File: src/rtl/rsp_pkg.sv
package rsp_pkg;

  // Mode code: bit 0 enables erase events, bit 1 enables program events.
  typedef enum logic [1:0] {
    STS_LEVEL = 2'b00,
    STS_ERASE = 2'b01,
    STS_PROG  = 2'b10,
    STS_ANY   = 2'b11
  } sts_mode_e;

endpackage

File: src/rtl/rsp_rst_sync.sv
module rsp_rst_sync #(
  parameter int unsigned STAGES = 2
) (
  input  logic clk_i,
  input  logic rst_ni,
  output logic rst_no
);

  logic [STAGES-1:0] sync_q;

  always_ff @(posedge clk_i or negedge rst_ni) begin
    if (!rst_ni) sync_q <= '0;
    else         sync_q <= {sync_q[STAGES-2:0], 1'b1};
  end

  assign rst_no = sync_q[STAGES-1];

endmodule

File: src/rtl/rsp_cfg_reg.sv
module rsp_cfg_reg
  import rsp_pkg::*;
#(
  parameter int unsigned     KEY_W   = 8,
  parameter logic [KEY_W-1:0] CFG_KEY = 8'h5C
) (
  input  logic             clk_i,
  input  logic             rst_ni,
  input  logic             wr_i,
  input  logic [KEY_W-1:0] key_i,
  input  logic [1:0]       code_i,
  input  logic             clr_i,
  output sts_mode_e        mode_o,
  output logic             load_o,
  output logic             err_o
);

  sts_mode_e mode_q, mode_d;
  logic      err_q, err_d;
  logic      key_ok, bad_wr;

  assign key_ok = (key_i == CFG_KEY);
  assign load_o = wr_i & key_ok;
  assign bad_wr = wr_i & ~key_ok;

  always_comb begin
    mode_d = mode_q;
    if (load_o) mode_d = sts_mode_e'(code_i);
  end

  always_comb begin
    err_d = err_q;
    if (bad_wr)     err_d = 1'b1;
    else if (clr_i) err_d = 1'b0;
  end

  always_ff @(posedge clk_i or negedge rst_ni) begin
    if (!rst_ni) begin
      mode_q <= STS_LEVEL;
      err_q  <= 1'b0;
    end else begin
      mode_q <= mode_d;
      err_q  <= err_d;
    end
  end

  assign mode_o = mode_q;
  assign err_o  = err_q;

endmodule

File: src/rtl/rsp_event_sel.sv
module rsp_event_sel
  import rsp_pkg::*;
(
  input  sts_mode_e mode_i,
  input  logic      erase_i,
  input  logic      prog_i,
  output logic      fire_o
);

  logic [1:0] mask;
  logic [1:0] evt;

  assign mask = mode_i;
  assign evt  = {prog_i, erase_i};

  // Level mode has an all-zero mask, so no event fires there.
  assign fire_o = |(mask & evt);

endmodule

File: src/rtl/rsp_pulse_gen.sv
module rsp_pulse_gen #(
  parameter int unsigned PULSE_CYC = 50,
  localparam int unsigned CNT_W    = $clog2(PULSE_CYC + 1)
) (
  input  logic clk_i,
  input  logic rst_ni,
  input  logic abort_i,
  input  logic fire_i,
  output logic active_o
);

  logic [CNT_W-1:0] cnt_q, cnt_d;
  logic             cnt_en;

  assign cnt_en = abort_i | fire_i | (cnt_q != '0);

  always_comb begin
    cnt_d = cnt_q;
    if (abort_i)            cnt_d = '0;
    else if (fire_i)        cnt_d = CNT_W'(PULSE_CYC);
    else if (cnt_q != '0)   cnt_d = cnt_q - 1'b1;
  end

  always_ff @(posedge clk_i or negedge rst_ni) begin
    if (!rst_ni)     cnt_q <= '0;
    else if (cnt_en) cnt_q <= cnt_d;
  end

  assign active_o = (cnt_q != '0);

endmodule

File: src/rtl/rdy_status_pin.sv
module rdy_status_pin
  import rsp_pkg::*;
#(
  parameter int unsigned      PULSE_CYC = 50,
  parameter int unsigned      DATA_W    = 8,
  parameter logic [DATA_W-1:0] CFG_KEY  = 8'h5C
) (
  input  logic              clk_i,
  input  logic              rst_ni,
  input  logic              busy_i,
  input  logic              erase_done_i,
  input  logic              prog_done_i,
  input  logic              cfg_wr_i,
  input  logic [DATA_W-1:0] cfg_key_i,
  input  logic [DATA_W-1:0] cfg_data_i,
  input  logic              clr_status_i,
  output logic              sts_o,
  output logic              err_b5_o,
  output logic              err_b4_o
);

  logic      rst_n_s;
  sts_mode_e mode_w;
  logic      load_w, err_w, fire_w, pulse_w;
  logic      lvl_q, lvl_d;
  logic      unused_rsvd;

  assign unused_rsvd = ^cfg_data_i[DATA_W-1:2];

  rsp_rst_sync #(.STAGES(2)) u_rst (
    .clk_i (clk_i),
    .rst_ni(rst_ni),
    .rst_no(rst_n_s)
  );

  rsp_cfg_reg #(.KEY_W(DATA_W), .CFG_KEY(CFG_KEY)) u_cfg (
    .clk_i (clk_i),
    .rst_ni(rst_n_s),
    .wr_i  (cfg_wr_i),
    .key_i (cfg_key_i),
    .code_i(cfg_data_i[1:0]),
    .clr_i (clr_status_i),
    .mode_o(mode_w),
    .load_o(load_w),
    .err_o (err_w)
  );

  rsp_event_sel u_sel (
    .mode_i (mode_w),
    .erase_i(erase_done_i),
    .prog_i (prog_done_i),
    .fire_o (fire_w)
  );

  rsp_pulse_gen #(.PULSE_CYC(PULSE_CYC)) u_pulse (
    .clk_i   (clk_i),
    .rst_ni  (rst_n_s),
    .abort_i (load_w),
    .fire_i  (fire_w),
    .active_o(pulse_w)
  );

  assign lvl_d = ~busy_i;

  always_ff @(posedge clk_i or negedge rst_n_s) begin
    if (!rst_n_s) lvl_q <= 1'b1;
    else          lvl_q <= lvl_d;
  end

  assign sts_o    = (mode_w == STS_LEVEL) ? lvl_q : ~pulse_w;
  assign err_b5_o = err_w;
  assign err_b4_o = err_w;

endmodule

File: config.mk
export PLATFORM = sky130hd
export DESIGN_NAME = rdy_status_pin
export DESIGN_NICKNAME = d
export VERILOG_FILES = /design/src/rtl/rsp_pkg.sv /design/src/rtl/rsp_rst_sync.sv /design/src/rtl/rsp_cfg_reg.sv /design/src/rtl/rsp_event_sel.sv /design/src/rtl/rsp_pulse_gen.sv /design/src/rtl/rdy_status_pin.sv
export SDC_FILE = /design/constraint.sdc
export NUM_CORES = 1
export LEC_CHECK = 0
export CORE_UTILIZATION = 36
export CTS_BUF_LIST = sky130_fd_sc_hd__clkbuf_16
export DETAILED_ROUTE_END_ITERATION = 8
export MAX_ROUTING_LAYER = met4
export PLACE_DENSITY = 0.72
export RECOVER_POWER = 25
export SYNTH_ARGS = -nofsm -noshare
export SYNTH_HDL_FRONTEND = slang
export SYNTH_SLANG_ARGS = --single-unit
export TNS_END_PERCENT = 10
File: constraint.sdc
create_clock -name clk_i -period 0.9 [get_ports clk_i]
set_input_delay 0.09 -clock clk_i [delete_from_list [all_inputs] [get_ports clk_i]]
set_output_delay 0.09 -clock clk_i [all_outputs]
set_load 0.01 [all_outputs]
==> results.sh, run 1 <==
export IMPL_fin_max_slew_vios=0
export IMPL_leakagePower_uw=0.000507
export IMPL_grt_pass1_vias=550
export IMPL_clk_transition_reported_paths_ps=40
export IMPL_dieArea_mm2=0.00187
export IMPL_postSynthRegisterBits=12
export IMPL_cts_htree_levels=1
export IMPL_crit_path_start_kind="flip-flop"
export IMPL_end_kind="flip-flop"
export IMPL_aggregate_global_routing_overflow=0
export IMPL_core_rowCount=14
export IMPL_synth_net_count=81
export IMPL_report_final_setup_viol=7
export IMPL_vias=531
export IMPL_cp_arrival_ps=1550
export IMPL_fin_ws_ps=-530
export IMPL_routedWlPerCell_um=11.8
export IMPL_worstSkewPairLatency_ps=240
export IMPL_max_vdd_ir_drop_uv=1570
export IMPL_ys_top_cells_by_count="dfrtp_1 (11), inv_1 (4), nor2_1 (4)"
export IMPL_cts_root_buf="clkbuf_16"
export IMPL_timing_final_crit_period_ps=1430
export IMPL_die_h_um=43.3
export IMPL_avgViaCountPerCell=4.92
export IMPL_tritoncts="built"
export IMPL_placed_cells=104
export IMPL_drtIter0Drc=3
export IMPL_synth_yosys_seq_area_share_pct=49.2
export IMPL_failed_checks="setup timing"
export IMPL_layout_nets=118
export IMPL_drt_total_wl_um=1280
export IMPL_crit_path_required_time_ps=1020
export IMPL_synth_async_reset_ratio_pct=100
export IMPL_maxCapViolations=0
export IMPL_result_of_the_run="complete, but fails checks"
export IMPL_longest_clk_path_bufs=2
export IMPL_areaGrowthSynthToFinish_pct=68.0
export IMPL_core_area_mm2=0.00154
export IMPL_synth_cell_area_um2=613
export IMPL_grt_antenna_before_repair=0
export IMPL_worstSetupPathType="reg2reg"
export IMPL_library_cells_used_by_synthesis=31
export IMPL_drt_pre_antenna_iters=3
export IMPL_worst_clock_skew_ps=4.52
export IMPL_pwr_density_cell_mw_per_mm2=2750
export IMPL_synth_top_cells_by_area="dfrtp_1 (45%), mux2_2 (5.5%), dfstp_2 (4.3%), ha_1 (4.1%), xnor2_1 (2.9%)"
export IMPL_post_synth_inst_count=56
export IMPL_fillCellCount=116
export IMPL_n_antenna_cell=0
export IMPL_track_usage_pct=17.6
export IMPL_grt_max_degree=11
export IMPL_cts_sinks=12
export IMPL_clock_fmax_ghz=0.699
export IMPL_post_synth_edffs=0
export IMPL_hold_class="in2async"
export IMPL_seqCellArea_um2=302
export IMPL_synth_area_per_cell_um2=10.9
export IMPL_remaining_drc_errors=0
export IMPL_dp_hpwl_um=988
export IMPL_worstPathMaxFanout=4
export IMPL_yosys_most_used_dff="dfrtp_1"
export IMPL_antenna_left=0
export IMPL_total_number_of_yosys_warnings=0
export IMPL_post_cts_setup_repair_bufs=0
export IMPL_finish_cell_count_without_fillers=108
export IMPL_final_period_utilization_pct=159
export IMPL_multi_input_comb_area_um2=328
export IMPL_number_of_cell_instances_on_the_worst_register_to_register_path=5
export IMPL_post_synth_top_count_cell="dfrtp_1"
export IMPL_final_hold_viol_count=0
export IMPL_synth_top_cell_area_share_pct=44.9
export IMPL_i_o_pins=26
export IMPL_fp_dieW_um=43.3
export IMPL_grt_pass1_wl_um=2220
export IMPL_numCtsBuffers=3
export IMPL_layout_drive_gt1_share_pct=47.8
export IMPL_numPortBuffers=19
export IMPL_rsz0062_at_grt="true"
export IMPL_post_synthesis_cell_type_with_the_largest_combined_area="dfrtp_1"
export IMPL_detailedPlace_worstSlack_ps=-631
export IMPL_finalWeightedCongestion=0.803
export IMPL_floorplan_initialDensity_pct=39.8
-- worst paths after layout --
path | slack [ps] | startpoint | endpoint
setup / recovery | -530 | u_pulse.cnt_q[2]$_DFFE_PN0P_ | u_pulse.cnt_q[5]$_DFFE_PN0P_
hold / removal | 80 | rst_ni | u_rst.sync_q[0]$_DFF_PN0_
setup reg to reg | -530 | u_pulse.cnt_q[2]$_DFFE_PN0P_ | u_pulse.cnt_q[5]$_DFFE_PN0P_
hold reg to reg | 160 | u_rst.sync_q[1]$_DFF_PN0_ | u_pulse.cnt_q[2]$_DFFE_PN0P_
max in group asynchronous | 420 | u_rst.sync_q[1]$_DFF_PN0_ | lvl_q$_DFF_PN1_
min in group clk_i | 120 | cfg_wr_i | u_cfg.err_o$_DFFE_PN0P_
-- sequential cells by signal (all words and copies together) (netlist names) --
register	count
lvl_q	1
u_cfg.mode_o	2
u_cfg.err_o	1
u_rst.sync_q	2
u_pulse.cnt_q	6
-- where the power goes --
group | internal [uW] | switching [uW]
Combinational | 698 | 512
Sequential | 704 | 110
Clock | 584 | 227
-- layout make-up --
| type | count | share of cell area, % |
|---|---|---|
| clock buffer | 3 | 7.29 |
| clock inverter | 1 | 0.365 |
| inverter | 4 | 1.46 |
| multi-input combinational | 38 | 31.8 |
| sequential | 12 | 29.3 |
| tap | 16 | 1.94 |
| timing repair buffer | 34 | 27.8 |
-- cell families (layout without fill, tap and decap cells) --
group / Yosys count / count (layout) / synth area share [%]
AO/OA/AOI/OAI: 9 / 9 / 9.59
XOR/XNOR: 3 / 3 / 4.29
adder cells (fa/ha/maj): 2 / 2 / 4.08
buffers and inverters: 6 / 42 / 4.49
flip-flops: 12 / 12 / 49.2
multiplexers: 3 / 3 / 5.51
other: 1 / 1 / 0.612
AND/OR/NAND/NOR: 20 / 20 / 22.2
-- stage by stage --
stage / setup TNS [ps] / utilization (%) / instance area [um2] / hold WS (ps) / total power [uW]
2_1_floorplan: -2370 / - / 613 / -206 / 1410
3_3_place_gp: -5160 / 59.9 / 923 / 169 / 1840
3_5_place_dp: -5450 / 59.9 / 923 / 180 / 1880
4_1_cts: -3500 / 64.9 / 1000 / 8.68 / 2740
5_1_grt: -3580 / 66.8 / 1030 / 87.1 / 3030
6_report: -3050 / 66.8 / 1030 / 81.0 / 2840
-- cell usage in the layout (no fill, tap or decap), drive strengths merged, types with 3 or more instances in the layout --
master / synthesis / final
a21oi: 4 / 4
buf: 2 / 18
dlymetal6s2s: 0 / 3
nand2: 3 / 3
nor2: 5 / 5
inv: 4 / 5
clkbuf: 0 / 5
mux2: 3 / 3
dfrtp: 11 / 11
clkdlybuf4s50: 0 / 5
-- critical path, cell delays in order, from the launching register on --
cell and delay, ps:
dfrtp_1 380, buf_6 130, or3_4 340, o31a_1 250, o21ai_1 140, a21oi_1 80
-- per-layer routing --
| metal | share of wire [%] | track usage [%] | up-vias | wire (um) |
|---|---|---|---|---|
| met2 | 52 | 29.0 | 22 | 661 |
| met5 | 0 | - | - | 0 |
| li1 | - | - | 261 | - |
| met1 | 39 | 17.4 | 244 | 497 |
| met4 | 2.0 | 10.9 | 0 | 26 |
| met3 | 7.0 | 6.38 | 4 | 89 |
-- timing repair --
item                                    4_1_cts  5_1_grt
hold buffers                                  0        0
gates resized for setup                      26       18
endpoints found under the hold margin         0        0
pin swaps                                     3        3
endpoints found under the setup margin       11       10
Power figures use the tool's default switching activity.
==> run 2: changes to the inputs <==
CORE_MARGIN = 10   (was not set)
CORE_UTILIZATION = 38   (was 36)
CTS_BUF_LIST = sky130_fd_sc_hd__clkbuf_4   (was sky130_fd_sc_hd__clkbuf_16)
PLACE_DENSITY = 0.76   (was 0.72)
==> run 2 against run 1 <==
Compared with the run above: the flow still finishes with violations (setup timing); clock skew about the same; utilization is 2.6 points lower; sequential share of layout area increased by 1.5 points; design area shrank 5.0%; largest power group unchanged; critical endpoint unchanged; die area grew 93%; wire length rose by 19%; first-iteration DRC count grew to 3.3 times the previous value; final cell count rose by 0.93%.
==> results.sh, run 2 (synthesis results as in run 1) <==
export IMPL_fillCellCount=137
export IMPL_layout_drive_gt1_share_pct=46.2
export IMPL_critPathMaxStageDelay_ps=380
export IMPL_clock_fmax_ghz=0.701
export IMPL_fin_max_slew_vios=0
export IMPL_cts_root_buf="clkbuf_4"
export IMPL_hold_class="reg2async"
export IMPL_fin_ws_ps=-527
export IMPL_end_kind="flip-flop"
export IMPL_critical_path_slowest_cell="dfrtp_1"
export IMPL_failed_checks="setup timing"
export IMPL_leakagePower_uw=0.000466
export IMPL_cts_htree_levels=1
export IMPL_layout_nets=119
export IMPL_setup_tns_final_ps=-2940
export IMPL_result_of_the_run="complete, but fails checks"
export IMPL_core_area_mm2=0.00152
export IMPL_grt_max_degree=11
export IMPL_cp_buf_inv_count=1
export IMPL_final_util_pct=64.2
export IMPL_rsz0062_at_grt="true"
export IMPL_hold_worst_slack_ps=173
export IMPL_areaGrowthSynthToFinish_pct=59.6
export IMPL_dp_hpwl_um=1200
export IMPL_maxCapViolations=0
export IMPL_detailedPlace_worstSlack_ps=-602
export IMPL_crit_path_required_time_ps=1070
export IMPL_i_o_pins=26
export IMPL_longest_clk_path_bufs=2
export IMPL_dieArea_mm2=0.00362
export IMPL_worstSetupPathType="reg2reg"
export IMPL_cp_arrival_ps=1600
export IMPL_crit_path_start_kind="flip-flop"
export IMPL_fp_dieW_um=60.2
export IMPL_worstSkewPairLatency_ps=280
export IMPL_regMostFlops="u_pulse.cnt_q"
export IMPL_cts_sinks=12
export IMPL_report_final_setup_viol=9
export IMPL_timing_critical_path_cells="buf_4 -> or3_4 -> o31a_1 -> o21ai_1 -> a21oi_1"
export IMPL_core_rowCount=14
export IMPL_grt_pass1_wl_um=2690
export IMPL_avgViaCountPerCell=4.89
export IMPL_antenna_left=0
export IMPL_pwr_density_cell_mw_per_mm2=2420
export IMPL_routedWlPerCell_um=13.9
export IMPL_n_antenna_cell=0
export IMPL_vias=533
export IMPL_grt_pass1_vias=641
export IMPL_largest_register_ff_count=6
export IMPL_critical_path_top_delay_family="compound AO/OA/AOI/OAI gates"
export IMPL_drt_total_wl_um=1520
export IMPL_remaining_drc_errors=0
export IMPL_drt_pre_antenna_iters=3
export IMPL_timing_final_crit_period_ps=1430
export IMPL_worst_clock_skew_ps=4.10
export IMPL_clk_transition_reported_paths_ps=80
export IMPL_grt_antenna_before_repair=0
export IMPL_layout_cells_most_common="buf_4"
export IMPL_worstPathMaxFanout=4
export IMPL_numPortBuffers=19
export IMPL_drtIter0Drc=10
export IMPL_finalWeightedCongestion=0.791
export IMPL_aggregate_global_routing_overflow=0
export IMPL_final_hold_viol_count=0
export IMPL_track_usage_pct=10.2
export IMPL_max_vdd_ir_drop_uv=1060
export IMPL_tritoncts="built"
export IMPL_post_cts_setup_repair_bufs=0
export IMPL_final_period_utilization_pct=159
export IMPL_most_common_layout_cells="buf_4 (13), dfrtp_1 (11), dlygate4sd2_1 (7)"
export IMPL_numCtsBuffers=3
export IMPL_die_h_um=60.2
export IMPL_floorplan_initialDensity_pct=40.2
run 2: metal layers:
layer  wire [um]  share of wire [%]  vias to the layer above  GRT usage (%)
met1         633                 42                      249           9.45
met5           0                  0                        -              -
li1            -                  -                      264              -
met4          14               0.92                        0           4.81
met2         786                 52                       18           17.6
met3          80                5.3                        2           4.24
run 2: repair_timing:
| item | 4_1_cts | 5_1_grt |
|---|---|---|
| pin swaps | 3 | 1 |
| gates resized for setup | 37 | 4 |
| hold endpoints to repair | 2 | 0 |
| endpoints found under the setup margin | 11 | 11 |
| hold buffers | 1 | 0 |
run 2: report_power, final:
part / switching, uW / internal (uW)
sequential: 113 / 701
clock: 191 / 161
combinational: 504 / 698
total: 809 / 1560
run 2: worst paths after layout:
kind | start | to | slack, ps | cells past startpoint
setup / recovery | u_pulse.cnt_q[1]$_DFFE_PN0P_ | u_pulse.cnt_q[5]$_DFFE_PN0P_ | -530 | 5
hold / removal | u_rst.sync_q[1]$_DFF_PN0_ | u_cfg.mode_o[1]$_DFFE_PN0P_ | 170 | 0
setup reg to reg | u_pulse.cnt_q[1]$_DFFE_PN0P_ | u_pulse.cnt_q[5]$_DFFE_PN0P_ | -530 | 5
hold reg to reg | u_rst.sync_q[1]$_DFF_PN0_ | u_cfg.mode_o[1]$_DFFE_PN0P_ | 170 | 0
max in group asynchronous | rst_ni | u_rst.sync_q[1]$_DFF_PN0_ | 260 | 2
min in group clk_i | cfg_wr_i | u_cfg.err_o$_DFFE_PN0P_ | 190 | 2
run 2: metrics by stage:
stage                     instance area (um2)  power (uW)  instances
after floorplan                           613        1410         56
after global placement                    923        1840        104
after detailed placement                  923        1890        104
after CTS                                 978        2370        109
after global routing                      978        2590        109
final                                     978        2370        109
run 2: final cells by class:
class	count	area [um2]	share of cell area, %
timing repair buffer	35	287	29.3
sequential	12	302	30.8
multi-input combinational	38	329	33.6
tap	16	20.0	2.05
inverter	4	15.0	1.53
clock inverter	1	3.75	0.384
clock buffer	3	22.5	2.30
==> run 3: changes to the inputs <==
clock period = 1.3 ns   (was 0.9 ns; I/O delays follow)
==> run 3 against run 2 <==
Compared with the run above: power fell by 26%; worst setup slack improved by 400 ps; count of clock-buffer cells in the layout up 1; design area is 3.2% higher; final cell count fell by 0.92%; critical path depth unchanged; die area unchanged; via count is 0.56% lower; combinational power decreased by 20%; wire length up 1.6%; the run still ends with setup timing left; register-to-register slack better by 400 ps; global-route usage decreased by 1.2 points.
==> results.sh, run 3 (synthesis results as in run 1) <==
export IMPL_drt_pre_antenna_iters=2
export IMPL_areaGrowthSynthToFinish_pct=64.7
export IMPL_finalWeightedCongestion=0.835
export IMPL_grt_pass1_vias=585
export IMPL_fp_dieW_um=60.2
export IMPL_dieArea_mm2=0.00362
export IMPL_final_period_utilization_pct=110
export IMPL_regMostFlops="u_pulse.cnt_q"
export IMPL_numPortBuffers=19
export IMPL_critical_path_slowest_cell="dfrtp_1"
export IMPL_most_common_layout_cells="clkdlybuf4s50_1 (14), buf_4 (13), dfrtp_1 (11)"
export IMPL_layout_cells_most_common="clkdlybuf4s50_1"
export IMPL_critical_path_top_delay_family="compound AO/OA/AOI/OAI gates"
export IMPL_worstPathMaxFanout=4
export IMPL_placed_cells=104
export IMPL_fin_total_pwr_uw=1760
export IMPL_fin_ws_ps=-130
export IMPL_cp_buf_inv_count=1
export IMPL_layout_nets=118
export IMPL_layout_drive_gt1_share_pct=43.5
export IMPL_worstSetupPathType="reg2reg"
export IMPL_timing_critical_path_cells="buf_6 -> or3_4 -> o31a_1 -> o21ai_1 -> a21oi_1"
export IMPL_tritoncts="built"
export IMPL_antenna_left=0
export IMPL_floorplan_initialDensity_pct=40.2
export IMPL_n_antenna_cell=0
export IMPL_routedWlPerCell_um=14.3
export IMPL_drtIter0Drc=1
export IMPL_die_h_um=60.2
export IMPL_track_usage_pct=9.03
export IMPL_critPathMaxStageDelay_ps=390
export IMPL_cts_sinks=12
export IMPL_dp_hpwl_um=1180
export IMPL_end_kind="flip-flop"
export IMPL_grt_antenna_before_repair=0
export IMPL_finish_cell_count_without_fillers=108
export IMPL_largest_register_ff_count=6
export IMPL_core_area_mm2=0.00152
export IMPL_i_o_pins=26
export IMPL_grt_pass1_wl_um=2370
export IMPL_drt_total_wl_um=1540
export IMPL_numCtsBuffers=3
export IMPL_crit_path_required_time_ps=1460
export IMPL_result_of_the_run="complete, but fails checks"
export IMPL_longest_clk_path_bufs=2
export IMPL_vias=530
export IMPL_pwr_density_cell_mw_per_mm2=1740
export IMPL_cts_hold_fix_buffers=0
export IMPL_worst_clock_skew_ps=6.53
export IMPL_report_final_setup_viol=5
export IMPL_clock_fmax_ghz=0.699
export IMPL_hold_class="in2async"
export IMPL_leakagePower_uw=0.000456
export IMPL_cp_arrival_ps=1590
export IMPL_crit_path_start_kind="flip-flop"
export IMPL_cts_root_buf="clkbuf_4"
export IMPL_remaining_drc_errors=0
export IMPL_core_rowCount=14
export IMPL_final_hold_viol_count=0
export IMPL_maxCapViolations=0
export IMPL_rsz0062_at_grt="true"
export IMPL_fin_max_slew_vios=0
export IMPL_failed_checks="setup timing"
export IMPL_aggregate_global_routing_overflow=0
export IMPL_setup_tns_final_ps=-382
export IMPL_clk_transition_reported_paths_ps=70
export IMPL_grt_max_degree=11
export IMPL_avgViaCountPerCell=4.91
export IMPL_hold_worst_slack_ps=95.8
export IMPL_max_vdd_ir_drop_uv=965
export IMPL_cts_htree_levels=1
export IMPL_timing_final_crit_period_ps=1430
export IMPL_worstSkewPairLatency_ps=270
run 3: stage by stage:
step	worst slack, ps	instance area (um2)	util (%)
final	-130	1010	66.3
after global placement	-230	923	60.6
after CTS	-134	975	64.0
after global routing	-191	1010	66.3
after detailed placement	-255	923	60.6
after floorplan	10.8	613	-
run 3: final cells by class:
cell class / instances / area (um2)
Timing Repair Buffer: 34 / 303
Sequential cell: 12 / 302
Clock buffer: 4 / 30.0
Inverter: 4 / 15.0
Multi-Input combinational cell: 38 / 340
Tap cell: 16 / 20.0
Fill cell: 115 / 514
run 3: path summary, 6_finish.rpt:
check	startpoint	end	slack [ps]	depth (start not counted)
setup / recovery	u_pulse.cnt_q[2]$_DFFE_PN0P_	u_pulse.cnt_q[5]$_DFFE_PN0P_	-130	5
hold / removal	rst_ni	u_rst.sync_q[0]$_DFF_PN0_	100	1
setup reg to reg	u_pulse.cnt_q[2]$_DFFE_PN0P_	u_pulse.cnt_q[5]$_DFFE_PN0P_	-130	5
hold reg to reg	u_rst.sync_q[1]$_DFF_PN0_	u_pulse.cnt_q[5]$_DFFE_PN0P_	150	0
max in group asynchronous	u_rst.sync_q[1]$_DFF_PN0_	lvl_q$_DFF_PN1_	830	0
min in group clk_i	u_rst.sync_q[0]$_DFF_PN0_	u_rst.sync_q[1]$_DFF_PN0_	370	0
run 3: power breakdown:
group          total, uW  switching [uW]  internal, uW
logic                956             419           536
clock network        250             111           140
registers            554            68.6           485
total               1760             599          1160
run 3: worst register-to-register path, delay by kind of cell (launching register included):
kind,cells,cell delay (ps)
compound gates,3,450
buf+inv,1,130
flops,1,390
simple gates,1,350
run 3: layer usage:
layer,wire (um),track usage [%],vias up
li1,-,-,262
met1,653,9.53,243
met2,802,14.6,21
met3,60,3.60,4
met4,23,3.85,0
met5,0,-,-
run 3: repair_timing:
action,CTS,global route
endpoints found under the setup margin,8,7
pin swaps,3,0
setup buffers,0,0
hold endpoints to repair,0,0
resized for setup,14,7
